$ cat config.mk
export PLATFORM = sky130hd
export DESIGN_NAME = gf_tower_unit
export DESIGN_NICKNAME = d
export VERILOG_FILES = /design/src/rtl/gf_tower_pkg.sv /design/src/rtl/gf64_mul.sv /design/src/rtl/gf4096_tower_mul.sv /design/src/rtl/gf_tower_unit.sv
export SDC_FILE = /design/constraint.sdc
export NUM_CORES = 1
export LEC_CHECK = 0
export BUFFER_PORTS_ARGS = -buffer_cell sky130_fd_sc_hd__buf_2
export CORE_AREA = 2 2 90 92
export CTS_CLUSTER_SIZE = 16
export DETAILED_ROUTE_END_ITERATION = 8
export DIE_AREA = 0 0 92 94
export PLACE_DENSITY = 0.64
export SLEW_MARGIN = 15
export SYNTH_ARGS = -nofsm -noshare
export SYNTH_HDL_FRONTEND = slang
export SYNTH_SLANG_ARGS = --single-unit
$ cat constraint.sdc
create_clock -name clk -period 2.85 [get_ports clk]
set_input_delay 0.1425 -clock clk [delete_from_list [all_inputs] [get_ports clk]]
set_output_delay 0.1425 -clock clk [all_outputs]
set_load 0.01 [all_outputs]
$ cat src/rtl/gf_tower_pkg.sv
package gf_tower_pkg;
    localparam int unsigned HALF_W = 6;
    localparam int unsigned ELEM_W = 2 * HALF_W;
    // x^6 + x + 1 with the x^6 term kept so a shifted-out bit clears itself
    localparam logic [HALF_W:0]   BASE_POLY  = 7'h43;
    // constant that folds the quadratic extension polynomial into the low half
    localparam logic [HALF_W-1:0] EXT_CONST  = 6'h21;
    // multiplier that advances the primitive-element power by one
    localparam logic [ELEM_W-1:0] STEP_CONST = 12'hE01;

    typedef enum logic {
        OP_MUL  = 1'b0,
        OP_STEP = 1'b1
    } op_e;
endpackage

$ cat src/rtl/gf64_mul.sv
module gf64_mul #(
    parameter int unsigned   W    = 6,
    parameter logic [W:0]    POLY = 7'h43
) (
    input  logic [W-1:0] x,
    input  logic [W-1:0] y,
    output logic [W-1:0] z
);
    logic [W-1:0] acc;
    logic [W:0]   sh;

    // shift-and-add over the bits of x, lowest first
    always_comb begin
        acc = '0;
        sh  = {1'b0, y};
        for (int i = 0; i < W; i++) begin
            if (x[i]) begin
                acc = acc ^ sh[W-1:0];
            end
            sh = sh << 1;
            if (sh[W]) begin
                sh = sh ^ POLY;
            end
        end
        z = acc;
    end
endmodule

$ cat src/rtl/gf4096_tower_mul.sv
module gf4096_tower_mul
    import gf_tower_pkg::*;
#(
    parameter int unsigned         HW    = HALF_W,
    parameter logic [HW:0]         POLY  = BASE_POLY,
    parameter logic [HW-1:0]       FOLD  = EXT_CONST
) (
    input  logic [2*HW-1:0] a,
    input  logic [2*HW-1:0] b,
    output logic [2*HW-1:0] p
);
    localparam int unsigned EW = 2 * HW;

    logic [HW-1:0] a_hi, a_lo, b_hi, b_lo;
    logic [HW-1:0] prod_cross, prod_low, prod_high, prod_fold;

    assign a_hi = a[EW-1:HW];
    assign a_lo = a[HW-1:0];
    assign b_hi = b[EW-1:HW];
    assign b_lo = b[HW-1:0];

    gf64_mul #(.W(HW), .POLY(POLY)) u_cross (
        .x(a_hi ^ a_lo), .y(b_hi ^ b_lo), .z(prod_cross));
    gf64_mul #(.W(HW), .POLY(POLY)) u_low (
        .x(a_lo), .y(b_lo), .z(prod_low));
    gf64_mul #(.W(HW), .POLY(POLY)) u_high (
        .x(a_hi), .y(b_hi), .z(prod_high));
    gf64_mul #(.W(HW), .POLY(POLY)) u_fold (
        .x(prod_high), .y(FOLD), .z(prod_fold));

    assign p = {prod_cross ^ prod_low, prod_fold ^ prod_low};
endmodule

$ cat src/rtl/gf_tower_unit.sv
module gf_tower_unit
    import gf_tower_pkg::*;
#(
    parameter int unsigned EW        = ELEM_W,
    parameter bit          PIPELINED = 1'b1
) (
    input  logic          clk,
    input  logic          rst_n,
    input  logic          in_valid,
    input  logic          op_step,
    input  logic [EW-1:0] opnd_a,
    input  logic [EW-1:0] opnd_b,
    output logic          out_valid,
    output logic [EW-1:0] result
);
    localparam int unsigned HW = EW / 2;

    op_e           op_sel;
    logic [EW-1:0] mul_b;
    logic [EW-1:0] mul_p;
    logic [EW-1:0] next_res;

    assign op_sel = op_e'(op_step);

    // one shared multiplier: step mode swaps in the fixed constant
    always_comb begin
        unique case (op_sel)
            OP_STEP: mul_b = STEP_CONST[EW-1:0];
            OP_MUL:  mul_b = opnd_b;
            default: mul_b = opnd_b;
        endcase
    end

    gf4096_tower_mul #(.HW(HW)) u_mul (
        .a(opnd_a), .b(mul_b), .p(mul_p));

    always_comb begin
        if (op_sel == OP_STEP && opnd_a == '0) begin
            next_res = {{(EW-1){1'b0}}, 1'b1};
        end else begin
            next_res = mul_p;
        end
    end

    generate
        if (PIPELINED) begin : g_reg
            logic          vld_q;
            logic [EW-1:0] res_q;
            always_ff @(posedge clk) begin
                if (!rst_n) begin
                    vld_q <= 1'b0;
                    res_q <= '0;
                end else begin
                    vld_q <= in_valid;
                    if (in_valid) begin
                        res_q <= next_res;
                    end
                end
            end
            assign out_valid = vld_q;
            assign result    = res_q;
        end else begin : g_comb
            assign out_valid = in_valid & rst_n;
            assign result    = rst_n ? next_res : '0;
        end
    endgenerate
endmodule

# --- Word level (Yosys, flattened, before mapping) ---
# Index checks and enable logic that the tools add are counted.
classes:
  n_mux: 41
  bitwise: 40
  n_reduce_logical: 2
ops:
  columns: ["operator", "n"]
  rows:
  - ["2-to-1 mux 6 bit", 19]
  - ["XOR 6 bit", 19]
  - ["2-to-1 mux 2 bit", 16]
  - ["NOT 2 bit", 15]
  - ["one-hot mux 12 bit (2 select lines)", 1]
  - ["logical NOT 12 bit", 1]
  - ["2-to-1 mux 12 bit", 1]
  - ["NOT 1 bit", 6]
  - ["2-to-1 mux 5 bit", 1]
  - ["2-to-1 mux 4 bit", 1]
  - ["2-to-1 mux 3 bit", 1]
  - ["logical AND 1 bit", 1]
  - ["2-to-1 mux 1 bit", 1]
word_totals:
  regBits: 13
  out_inout_bits: 13

# --- Longest topological paths before layout ---
logic_depth:
  depth_word: 23
  depth_mapped: 10

# --- Modules after synthesis ---
# A second synthesis with hierarchy kept.
unflattened:
  hier_cells: 408
  area_unflattened_um2: 3323.2
modules_own_cells:
  columns: ["module", "instances", "cells_per_inst", "area_each_um2", "seq_area_each_um2"]
  rows:
  - ["gf64_mul", 4, 83, 641.9, 0.0]
  - ["gf_tower_unit", 1, 50, 538.0, 260.2]
  - ["gf4096_tower_mul", 1, 26, 217.7, 0.0]

# --- Least setup slack after synthesis ---
# OpenSTA, ideal clock, no wires.
synth_path:
  path_kind: "input to register"
  from: "input port opnd_a[5]"
  to: "register g_reg.res_q[0], in the netlist result[0]"
  setup_ns: 0.119
  t_arrival_ns: 2.173
  t_required_ns: 2.731
  path_slack_ns: 0.558
  path_stages: 9
  path_cell_list: "buf_2 -> nand2_1 -> xnor3_1 -> xnor2_1 -> mux2_4 -> o22ai_4 -> xor2_1 -> xnor3_1 -> o221a_1"
synth_via:
  elab_chain_cells: 3
  elab_cells_between_ends: 5
  cone_classes: "mux: 2; bitwise: 1; reduce/logical: 2"
synth_rtl:
  columns: ["item", "line", "text"]
  rows:
  - ["from (decl)", "gf_tower_unit.sv:11", "input logic [EW-1:0] opnd_a,"]
  - ["logical NOT 12 bit or 2-to-1 mux 6 bit (tied branches)", "gf_tower_unit.sv:38, gf64_mul.sv:17", null]
  - ["logical AND 1 bit or XOR 6 bit (tied branches)", "gf_tower_unit.sv:38, gf4096_tower_mul.sv:31", null]
  - ["2-to-1 mux 12 bit *", "gf_tower_unit.sv:38", "if (op_sel == OP_STEP && opnd_a == '0) begin"]
  - ["to (signal assigned)", "gf_tower_unit.sv:56", "res_q <= next_res;"]
  - ["to (decl)", "gf_tower_unit.sv:48", "logic [EW-1:0] res_q;"]
# Mark *: on every way between the ends. The rest lies on a longest branch, timed or not.
# A chain may end at the register's enable or synchronous reset.

# --- Worst setup path in the final report ---
layout_path:
  from: "input port opnd_b[4]"
  to: "register g_reg.res_q[0], in the netlist result[0]"
layout_via:
  elab_chain_cells: 12
layout_rtl:
  columns: ["item", "line", "text"]
  rows:
  - ["from (decl)", "gf_tower_unit.sv:12", "input logic [EW-1:0] opnd_b,"]
  - ["one-hot mux 12 bit (2 select lines) *", "gf_tower_unit.sv:27", "unique case (op_sel)"]
  - ["2-to-1 mux 2 bit *", "gf64_mul.sv:21", "if (sh[W]) begin"]
  - ["XOR 6 bit *", "gf64_mul.sv:18", "acc = acc ^ sh[W-1:0];"]
  - ["2-to-1 mux 6 bit *", "gf64_mul.sv:17", "if (x[i]) begin"]
  - ["XOR 6 bit", "gf64_mul.sv:18", null]
  - ["2-to-1 mux 6 bit *", "gf64_mul.sv:17", null]
  - ["XOR 6 bit", "gf64_mul.sv:18", null]
  - ["2-to-1 mux 6 bit *", "gf64_mul.sv:17", null]
  - ["XOR 6 bit", "gf64_mul.sv:18", null]
  - ["2-to-1 mux 6 bit *", "gf64_mul.sv:17", null]
  - ["XOR 6 bit *", "gf4096_tower_mul.sv:31", "assign p = {prod_cross ^ prod_low, prod_fold ^ prod_low};"]
  - ["2-to-1 mux 12 bit *", "gf_tower_unit.sv:38", null]
# Marked as above.

==> impl_results.md <==
* Total chip power at about 1.2 mW
* LEAKAGE at 1.22 nW
* Max_cap viols at 0
* Crit Path Class: input pin to register
* Internal at roughly 700 µW
* Period Utilization, post-route at about four fifths
* ANT cells at 0
* Worst-margin pin slew at between 500 and 600 ps
* Clk network pwr share at 12.8%
* WP data required at around 3000 ps
* GPL Wtd Cong at approximately 0.87
* Largest net degree at the start of global routing at 22
* Switch Pwr at about 500 µW
* R2R Setup Slk at 2180 ps
* Maximum vdd ir drop at around 0.00014 V
* Clock Path Buffers at 2
* Cell Area, Synth at ~0.0026 mm²
* Final Max Tran Viols at 0
* Nets at roughly 430
* Crit. End Element: register
* Warnings from Yosys at 0
* Synthesized area per cell at 6.95 µm²
* Drt pass-1 iters at 4
* Register area share after synthesis at approximately a tenth
* RSZ-0062 raised after global routing: false
* Clk_lat worst skew at approximately 230 ps
* Commonest non-fill, non-tap cell in the layout: nand2_1
* Residual DRC at 0
* Outcome: complete, no violations
* Syn Inst Count at around 380
* Highest Clock Rate at 0.444 GHz
* Slowest cell on the critical path: xnor3_1
* Clock tree sinks at 13
* Delay-heaviest family, CP: XOR/XNOR gates
* CTS resizes at 0
* Die ar. at slightly below 0.009 mm²
* H-tree levels at 1
* Drt wl/cell at ~14 µm
* Adder-Cell Fraction of Synth Area at 0%
* Final min period at about 2300 ps
* Vias at about 2600
* Hold Path End: result[3]$_SDFFE_PN0P_
* PD cells at roughly 410 mW/mm²
* Clock transition at the registers of the reported paths at 50 ps
* Reg power frac at 20.0%
* Final setup vio count at 0
* TritonCTS clock tree: done
* Top post-synthesis cells by area: xnor2_1 (21%), xor2_1 (12%), nand2_1 (10%), dfxtp_1 (9.8%), nor2_1 (3.5%)
* Met2 Use GR at between 20% and 30%
* Hold Path Origin: rst_n
* Ports at between 40 and 50
* DP Worst Slack at between 300 and 400 ps
* Post-detail-place hpwl at about 5400 µm
* CTS Hold Bufs at 0
* Via density at 5.13
* Vias in the first global route at 2359
* CP most frequent cell: xnor3_1
* Critical Path Max Stage Delay at around 400 ps
* Register Area at roughly 260 µm²
* Root buffer cell: clkbuf_8
* Area of the multi-input gates at approximately 0.0022 mm²
* Worst clock skew at 0 ps
* Sw Share at 41.5%
* TNS Setup at 0 ps
* Num CTS Buffers at 3
* Setup slack after layout at 595 ps
* Min-Delay Path Depth at 2
* Share of cells above drive strength 1 at between 10% and 20%
* Rel. slew slack at around 61%
* Post-CTS Setup Inserts at 0
* Detailed Route Iter0 Violations at 163
* Main combinational cell family by area after synthesis: XOR/XNOR gates
* Initial antenna violation count at 0
* Core area at roughly 0.0076 mm²
* Number of library cell types mapped by synthesis at 48
* CP arrival at 2380 ps
* Most frequent cells in the layout: nand2_1 (74), xnor2_1 (63), buf_2 (40), xor2_1 (35), nor2_1 (25)
* Worst Hold Class: input pin to register
* Die width at ~92 µm
* EDFF count, synth at 0
* Synth Area in XOR/XNOR at between 30% and 40%
* Syn Nets at around 400
* Largest area contributor in the netlist: xnor2_1
* Num rows at 32
* Reg2reg start: result[4]$_SDFFE_PN0P_
* Compound-gate portion of the synthesized area at roughly 18%
* Synth Area in Simple Gates at roughly a quarter
* Met1 usage at ~22%
* RR Endpoint: result[4]$_SDFFE_PN0P_
* Global-route usage over all layers at roughly 16%
* Comb pwr share at approximately two thirds
* GR peak layer: met2
* Ordered list of cells on the worst path: buf_2 -> nand2_2 -> xnor3_1 -> xnor2_1 -> mux2_4 -> o22ai_4 -> xor2_1 -> xnor3_1 -> o221a_1
* Fin. Hold Viols at 0
* R2R cell count at 3
* First-pass GRT wire length at around 12000 µm
* Post-DRT Antenna Nets at 0
* Count of state elements after synthesis at 13
* Mux contribution to synthesized area at 5.67%
* Top-area cell type share of the netlist area at 20.8%
* Startpoint Class: input pin
* I/O Buffers at 40
* Post-Route WL at 6840 µm
* GR Layer Usage met3 at less than 1%
* Buf/Inv on CP at 1
* Total grt overflow at 0
* Initial core utilization at a little over a third
* Synthesis-to-finish area growth at 9.83%
* Asr flop ratio synth at 0%
* # fillers at 808
* Chip height at 94 µm
* Post-synth top flop: dfxtp_1
* Crit Path Max Fanout at 10
worst max path at each step:
stage               depth (start not counted)      start                      to
finish                                      9  opnd_b[4]  result[0]$_SDFFE_PN0P_
global route                                8  opnd_b[1]  result[1]$_SDFFE_PN0P_
CTS                                         9  opnd_b[4]  result[0]$_SDFFE_PN0P_
detailed placement                          9  opnd_b[4]  result[0]$_SDFFE_PN0P_
global placement                            9  opnd_b[4]  result[0]$_SDFFE_PN0P_
floorplan                                   9  opnd_a[5]  result[0]$_SDFFE_PN0P_
state kept, by name, indices dropped and copies added (netlist names):
signal     count
out_valid      1
result        12
kinds of logic after synthesis:
group | Yosys count
and+or+nand+nor | 140
xor gates and xnor gates | 102
AOI/OAI and AO/OA | 70
buffers and inverters | 42
muxes | 14
DFF | 13
per-layer routing:
layer  up-vias  routed length, µm
li1       1305                  -
met1      1179               3250
met2        65               3210
met3         4                333
met4         0                 40
met5         -                  0
cell type report:
| cell class | instances | area share [%] |
|---|---|---|
| inverter | 8 | 1.03 |
| timing repair buffer | 45 | 8.18 |
| sequential | 13 | 8.95 |
| tap | 102 | 4.39 |
| clock buffer | 4 | 1.55 |
| multi-input combinational | 326 | 75.9 |
through the flow:
stage               cell area [µm²]  hold slack [ps]  instances  utilization [%]
global placement               2860              406        494             37.6
detailed placement             2860              402        494             37.6
global route                   2910              185        498             38.2
finish                         2910              169        498             38.2
floorplan                      2650              264        381                -
CTS                            2910              165        498             38.2
cell usage after synthesis (2+ instances only):
master / count
a211o_1: 2
a211oi_1: 3
a21oi_1: 16
a22o_1: 9
a22oi_1: 2
a32oi_1: 3
and2_1: 5
and3_1: 3
buf_1: 3
buf_2: 12
clkbuf_1: 18
dfxtp_1: 13
inv_1: 8
mux2_2: 4
mux2i_1: 9
nand2_1: 74
nand3_1: 8
nand4_1: 4
nor2_1: 25
nor2b_1: 6
nor3_1: 4
nor4_1: 2
o21ai_0: 15
o221ai_1: 2
o22ai_1: 7
or2_2: 2
or3b_2: 2
xnor2_1: 63
xnor3_1: 4
xor2_1: 35
power by group through the flow:
stage	combinational [mW]	clock, mW	sequential (mW)
detailed placement	0.810	0	0.246
floorplan	0.622	0	0.264
global placement	0.800	0	0.244
finish	0.810	0.154	0.241
CTS	0.813	0.157	0.242
global route	0.888	0.164	0.247
Note: power is estimated with default switching activity, not from simulation.
